File: src/rtl/spawn_pkg.sv
package spawn_pkg;
  localparam int unsigned SPAWN_W_DEF = 32;
  localparam int unsigned LANE_W_DEF  = 16;
  localparam int unsigned LANES_DEF   = 4;
  // Tap masks: bit k set means state[k] joins the feedback XOR.
  localparam logic [SPAWN_W_DEF-1:0] SPAWN_TAPS_DEF = 32'h8020_0003;
  localparam logic [LANE_W_DEF-1:0]  LANE_TAPS_DEF  = 16'hB400;
  localparam logic [SPAWN_W_DEF-1:0] SPAWN_SEED_DEF = 32'h1357_9BDF;
  localparam logic [LANE_W_DEF-1:0]  LANE_SEED_DEF  = 16'hACE1;
endpackage

File: src/rtl/lfsr_core.sv
module lfsr_core #(
  parameter int unsigned     WIDTH    = 16,
  parameter logic [WIDTH-1:0] TAP_MASK = '1,
  parameter logic [WIDTH-1:0] SEED     = 1
) (
  input  logic             clk,
  input  logic             rst,
  input  logic             clear,
  input  logic             adv,
  output logic [WIDTH-1:0] state
);
  logic             fb;
  logic [WIDTH-1:0] state_nxt;

  always_comb begin
    fb        = ^(state & TAP_MASK);
    state_nxt = {state[WIDTH-2:0], fb};
  end

  always_ff @(posedge clk) begin
    if (rst || clear) state <= SEED;
    else if (adv)     state <= state_nxt;
  end

  AST_LFSR_NONZERO: assert property (@(posedge clk) disable iff (rst)
    state != '0);
  AST_LFSR_HOLD: assert property (@(posedge clk) disable iff (rst)
    (!adv && !clear) |=> $stable(state));
  AST_LFSR_RESEED: assert property (@(posedge clk) disable iff (rst)
    clear |=> (state == SEED));
endmodule

File: src/rtl/lane_decoder.sv
module lane_decoder #(
  parameter int unsigned NUM_LANES = 4,
  parameter int unsigned IDX_W     = 2
) (
  input  logic                 en,
  input  logic [IDX_W-1:0]     idx,
  output logic [NUM_LANES-1:0] onehot
);
  for (genvar g = 0; g < NUM_LANES; g++) begin : g_lane
    assign onehot[g] = en && (idx == IDX_W'(g));
  end
endmodule

File: src/rtl/obstacle_spawner.sv
module obstacle_spawner
  import spawn_pkg::*;
#(
  parameter int unsigned           NUM_LANES  = LANES_DEF,
  parameter int unsigned           SPAWN_W    = SPAWN_W_DEF,
  parameter int unsigned           LANE_W     = LANE_W_DEF,
  parameter logic [SPAWN_W-1:0]    SPAWN_TAPS = SPAWN_TAPS_DEF,
  parameter logic [LANE_W-1:0]     LANE_TAPS  = LANE_TAPS_DEF,
  parameter logic [SPAWN_W-1:0]    SPAWN_SEED = SPAWN_SEED_DEF,
  parameter logic [LANE_W-1:0]     LANE_SEED  = LANE_SEED_DEF
) (
  input  logic                 clk,
  input  logic                 rst,
  input  logic                 tick,
  input  logic                 dead,
  output logic [NUM_LANES-1:0] lane_strobe
);
  localparam int unsigned IDX_W     = (NUM_LANES > 1) ? $clog2(NUM_LANES) : 1;
  localparam int unsigned SPAWN_BIT = SPAWN_W - 1;

  logic [SPAWN_W-1:0]   spawn_state;
  logic [LANE_W-1:0]    lane_state;
  logic [IDX_W-1:0]     lane_idx;
  logic                 spawn_now;
  logic                 step;
  logic [NUM_LANES-1:0] lane_sel;

  assign step      = tick && !dead;
  assign spawn_now = step && spawn_state[SPAWN_BIT];
  assign lane_idx  = lane_state[LANE_W-1 -: IDX_W];

  lfsr_core #(.WIDTH(SPAWN_W), .TAP_MASK(SPAWN_TAPS), .SEED(SPAWN_SEED)) u_spawn (
    .clk(clk), .rst(rst), .clear(dead), .adv(step), .state(spawn_state)
  );

  lfsr_core #(.WIDTH(LANE_W), .TAP_MASK(LANE_TAPS), .SEED(LANE_SEED)) u_lane (
    .clk(clk), .rst(rst), .clear(dead), .adv(step), .state(lane_state)
  );

  lane_decoder #(.NUM_LANES(NUM_LANES), .IDX_W(IDX_W)) u_dec (
    .en(spawn_now), .idx(lane_idx), .onehot(lane_sel)
  );

  always_ff @(posedge clk) begin
    if (rst || dead) lane_strobe <= '0;
    else             lane_strobe <= lane_sel;
  end

  AST_STROBE_ONEHOT0: assert property (@(posedge clk) disable iff (rst)
    $onehot0(lane_strobe));
  AST_QUIET_NO_TICK: assert property (@(posedge clk) disable iff (rst)
    !tick |=> (lane_strobe == '0));
  AST_DEAD_SILENCES: assert property (@(posedge clk) disable iff (rst)
    dead |=> (lane_strobe == '0));
  AST_SPAWN_GATED: assert property (@(posedge clk) disable iff (rst)
    (tick && !dead && !spawn_state[SPAWN_BIT]) |=> (lane_strobe == '0));
  AST_SPAWN_FIRES: assert property (@(posedge clk) disable iff (rst)
    (tick && !dead && spawn_state[SPAWN_BIT]) |=> $onehot(lane_strobe));
endmodule

File: config.mk
export PLATFORM = sky130hd
export DESIGN_NAME = obstacle_spawner
export DESIGN_NICKNAME = d
export VERILOG_FILES = /design/src/rtl/spawn_pkg.sv /design/src/rtl/lfsr_core.sv /design/src/rtl/lane_decoder.sv /design/src/rtl/obstacle_spawner.sv
export SDC_FILE = /design/constraint.sdc
export NUM_CORES = 1
export LEC_CHECK = 0
export BUFFER_PORTS_ARGS = -buffer_cell sky130_fd_sc_hd__buf_2
export CORE_MARGIN = 8
export CORE_UTILIZATION = 58
export CTS_CLUSTER_SIZE = 30
export DETAILED_ROUTE_END_ITERATION = 6
export MAX_ROUTING_LAYER = met4
export PLACE_DENSITY = 0.84
export RECOVER_POWER = 25
export SETUP_SLACK_MARGIN = 0.3
export SLEW_MARGIN = 20
export SYNTH_ARGS = -nofsm -noshare
export SYNTH_HDL_FRONTEND = slang
export SYNTH_HIERARCHICAL = 1
export SYNTH_SLANG_ARGS = --single-unit
File: constraint.sdc
create_clock -name clk -period 3.1 [get_ports clk]
set_input_delay 0.31 -clock clk [delete_from_list [all_inputs] [get_ports clk]]
set_output_delay 0.31 -clock clk [all_outputs]
set_load 0.1 [all_outputs]
# After elaboration in Yosys (flattened, before gate mapping)
# Cells that the tools add are included.
[word_totals]
register_bits = 52
inputBits = 4
out_inout_bits = 4
wordCells = 17
[classes]
n_eq_ne = 3
n_reduce_logical = 11
[op_table]
columns = ["operator", "n"]
rows = [
  ["parity 32 bit", 1],
  ["parity 16 bit", 1],
  ["logical AND 1 bit", 6],
  ["equality test 2 bit, second input constant", 2],
  ["equality test 2 x 1 -> 1 bit, second input constant", 1],
  ["logical NOT 2 bit", 1],
  ["logical NOT 1 bit", 1],
  ["logical OR 1 bit", 1],
]

# Depth between registers and ports, before layout
[depth]
ltp_word = 4
ltp_mapped = 5
mapped_depth_nobuf = 4

# Cells and area by module
# Netlist, hierarchy kept.
[by_module_without_submodules]
columns = ["module", "n_inst", "cells_per_inst", "area_per_inst_um2", "seq_area_each_um2"]
rows = [
  ["lfsr_core at u_spawn", 1, 108, 1167.4, 640.6],
  ["lfsr_core at u_lane", 1, 56, 630.6, 320.3],
  ["obstacle_spawner", 1, 10, 125.1, 80.1],
  ["lane_decoder", 1, 4, 37.5, 0.0],
]

# Worst setup path after synthesis
# OpenSTA, ideal clock, no wires.
[synth_path]
path_type = "reg-to-output"
from = "reg lane_strobe[0]"
to = "out lane_strobe[0]"
arrival_time_ps = 909
required_ps = 2790
setup_slack_ps = 1881
stages_incl_launch_ff = 1
path_cell_list = "dfxtp_1"
[synth_lines]
columns = ["element", "line_no", "rtl"]
rows = [
  ["start, declared", "obstacle_spawner.sv:16", "output logic [NUM_LANES-1:0] lane_strobe"],
  ["start signal, assigned", "obstacle_spawner.sv:46", "else lane_strobe <= lane_sel;"],
]
# No word-level cell between the ends.

# Final worst setup path
[layout_path]
from = "in dead"
to = "reg u_spawn.state[0]"
[layout_via]
elab_chain_len = 2
word_cells_on_any_way = 3
[layout_rtl]
columns = ["element", "line_no", "rtl"]
rows = [
  ["start, declared", "obstacle_spawner.sv:15", "input logic dead,"],
  ["logical NOT 1 bit", "obstacle_spawner.sv:28", "assign step = tick && !dead;"],
  ["logical AND 1 bit", "obstacle_spawner.sv:28", ""],
  ["named net step", "obstacle_spawner.sv:25", "logic step;"],
  ["end signal, assigned", "lfsr_core.sv:22", "else if (adv) state <= state_nxt;"],
  ["end, declared", "lfsr_core.sv:10", "output logic [WIDTH-1:0] state"],
]
# The timed path passes the listed nets, and every way through them passes these cells.
# A chain may end at the register's enable or synchronous reset.

==> results.md <==
- Post-CTS Resized: 0
- Final hold violation count: 0
- Area grow syn2layout: 4.91%
- Die height: 74.1 um
- Fillers: 259
- Crit path DAT: 1.74 ns
- Reg2Reg Setup Slack: 1.91 ns
- Hold_sp: rst
- Most frequent cells in the layout: 52 x dfxtp_1, 46 x mux2i_1, 26 x nand2_1
- Mapped Cells: 178
- Routed wire length: 2800 um
- Largest net degree at the start of global routing: 33
- Vias: 1,158
- Number of remaining DRC errors: 0
- Root buffer cell: clkbuf_4
- Psw: 0.235 mW
- Total track usage: between 10% and 20%
- CP required: roughly 3.3 ns
- Synth cell types: 25
- Hold_buf cts: 0
- Register area share after synthesis: 53.1%
- FF-to-FF Start: u_spawn/state[31]
- Core Box Area: 3280 um^2
- Number of synthesized flops with an enable pin: 0
- Most common cell after layout, fill and taps aside: dfxtp_1
- Share of the synthesized area in the top cell type: a little over half
- First-pass GRT wire length: a little under 5000 um
- Max transition margin: 58.3%
- Worst skew pair latency: between 0.3 and 0.4 ns
- Cts bufs inserted: 5
- Final setup fails: 0
- FP Rows: 21
- Tot Pwr: 1.06 mW
- CTS Sinks: 52
- Mean Syn Cell Area: 11.0 um^2
- Initial antenna violation count: 0
- Worst hold stages: 2
- Power density cells: 516 nW/um^2
- Drt first pass iters: 4
- P_leak: between 0.8 and 0.9 nW
- Antenna diodes: 0
- Flop pwr share: 65.0%
- Die area: approximately 5500 um^2
- Setup crit end kind: flop
- Period utilization: 48.1%
- Post-DP HPWL: 1990 um
- Yosys warns: 6
- Setup bufs post-CTS: 0
- Worst-path maximum fanout: 32
- Layout cells sized above 1: 10.3%
- F_max: 0.671 GHz
- 1st-iter DRT viols: 111
- Num ports: 8
- VDD IR-drop max: between 0.3 and 0.4 mV
- Top cells by area in the synthesized netlist: dfxtp_1 53%, mux2i_1 23%, nand2_1 5.0%, nor2_1 4.2%, xnor2_2 1.7%
- Slew @ Worst Pin: around 0.62 ns
- Most used DFF post-synth: dfxtp_1
- R2R depth: 3
- Startpoint Class: input pin
- TNS Setup: 0 ns
- Final nets: approximately 190
- Sw Ratio: 22.2%
- Clk buf depth: 2
- Buffers on Ports: 7
- H-tree Lvls: 2
- Crit path time final: 1.49 ns
- Reg clk slew, reported paths: 0.13 ns
- Max-cap viol count: 0
- Setup Skew: ~0.01 ns
- Reg-to-Reg End: u_spawn/state[0]
- Hold Path Class: in -> reg
- Routed Antenna Nets: 0
- Clock Power Share: 28.1%
- Synthesized cell area: just under 2000 um^2
- CTS tree: yes
- Vias in the first global route: 1,123
- Crit Path Class: in -> reg
- Final Max Tran Viols: 0
- WL per Instance: approximately 12 um
- Post-synth top area cell: dfxtp_1
- RSZ-0062 raised after global routing: no
- Flops & latches, synth: 52
- Synthesized Nets: 182
- Int Power: 0.826 mW
- Number of vias per cell: 5.01
- Initial Util: 59.7%
- Logic pwr share: 6.9%
- Outcome: finished, final reports clean
- WHS Endpoint: lane_strobe[0]
- Fraction of registers with async set/reset: 0%
- Routability cong.: approximately 0.76
- Grt ovf: 0
- Fin util: between 60% and 70%
- Die width: 74.1 um
-- registers in the layout, indices dropped and copies added, names as in the netlist --
| name | count |
|---|---|
| u_spawn/state | 32 |
| u_lane/state | 16 |
| lane_strobe | 4 |
-- metal layers --
layer / global-route usage, % / up-vias / part of all wire [%]
li1: - / 607 / -
met1: 13.0 / 532 / 47
met2: 19.1 / 13 / 47
met3: 3.77 / 6 / 4.5
met4: 4.66 / 0 / 1.6
met5: - / - / 0
-- power by group through the flow --
| stage | sequential (mW) | clock (mW) | combinational, mW |
|---|---|---|---|
| floorplan | 0.702 | 0 | 0.0656 |
| global placement | 0.703 | 0 | 0.0708 |
| detailed placement | 0.705 | 0 | 0.0736 |
| CTS | 0.690 | 0.311 | 0.0740 |
| global route | 0.691 | 0.344 | 0.0809 |
| finish | 0.689 | 0.298 | 0.0732 |
-- critical path, cell delays in order --
cell and delay (ns):
clkbuf_1 0.19, nor2b_4 0.56, buf_12 0.32, inv_1 0.08, o21ai_0 0.17, nand3b_1 0.09
-- cells in the mapped netlist (2+ instances only) --
master and count:
clkbuf_1 2, xnor2_2 2, and3b_1 3, buf_4 3
dfxtp_1 52, nand2_1 26, nor2_1 22, mux2i_1 46
nor3b_1 4, buf_6 2, buf_2 2
-- worst max path at each step --
stage                        start               end  slack [ns]  cells after the start
CTS                 lane_strobe[1]    lane_strobe[1]        1.67                      1
global placement              dead  u_spawn/state[0]        1.37                      6
detailed placement            dead  u_spawn/state[0]        1.29                      6
global route                  dead  u_spawn/state[0]        1.51                      6
floorplan           lane_strobe[0]    lane_strobe[0]        1.88                      0
finish                        dead  u_spawn/state[0]        1.61                      6
-- area by class of cell --
cell class                      count  area (um^2)  share of cell area, %
Timing Repair Buffer                9         61.3                   2.98
Multi-Input combinational cell    115          831                   40.4
Inverter                            1         3.75                  0.182
Clock buffer                        7         55.1                   2.68
Sequential cell                    52         1040                   50.6
Tap cell                           46         57.6                   2.80
Clock inverter                      1         7.51                  0.365
-- stage by stage --
step | instance area [um^2] | instances | setup slack, ns | hold slack (ns)
detailed placement | 2010 | 223 | 1.29 | 0.459
floorplan | 1960 | 178 | 1.88 | 0.385
CTS | 2070 | 231 | 1.67 | 0.189
global route | 2060 | 231 | 1.51 | 0.194
finish | 2060 | 231 | 1.61 | 0.205
global placement | 2010 | 223 | 1.37 | 0.452
-- cell families (layout without fill, tap and decap cells) --
| logic type | count (synthesis) | in the layout | share of synthesized area (%) |
|---|---|---|---|
| simple gates | 63 | 63 | 15.2 |
| flops | 52 | 52 | 53.1 |
| mux | 46 | 46 | 23.5 |
| buf+inv | 11 | 18 | 4.40 |
| xor+xnor | 4 | 4 | 3.25 |
| compound gates | 2 | 2 | 0.574 |
Power figures use the tool's default switching activity.
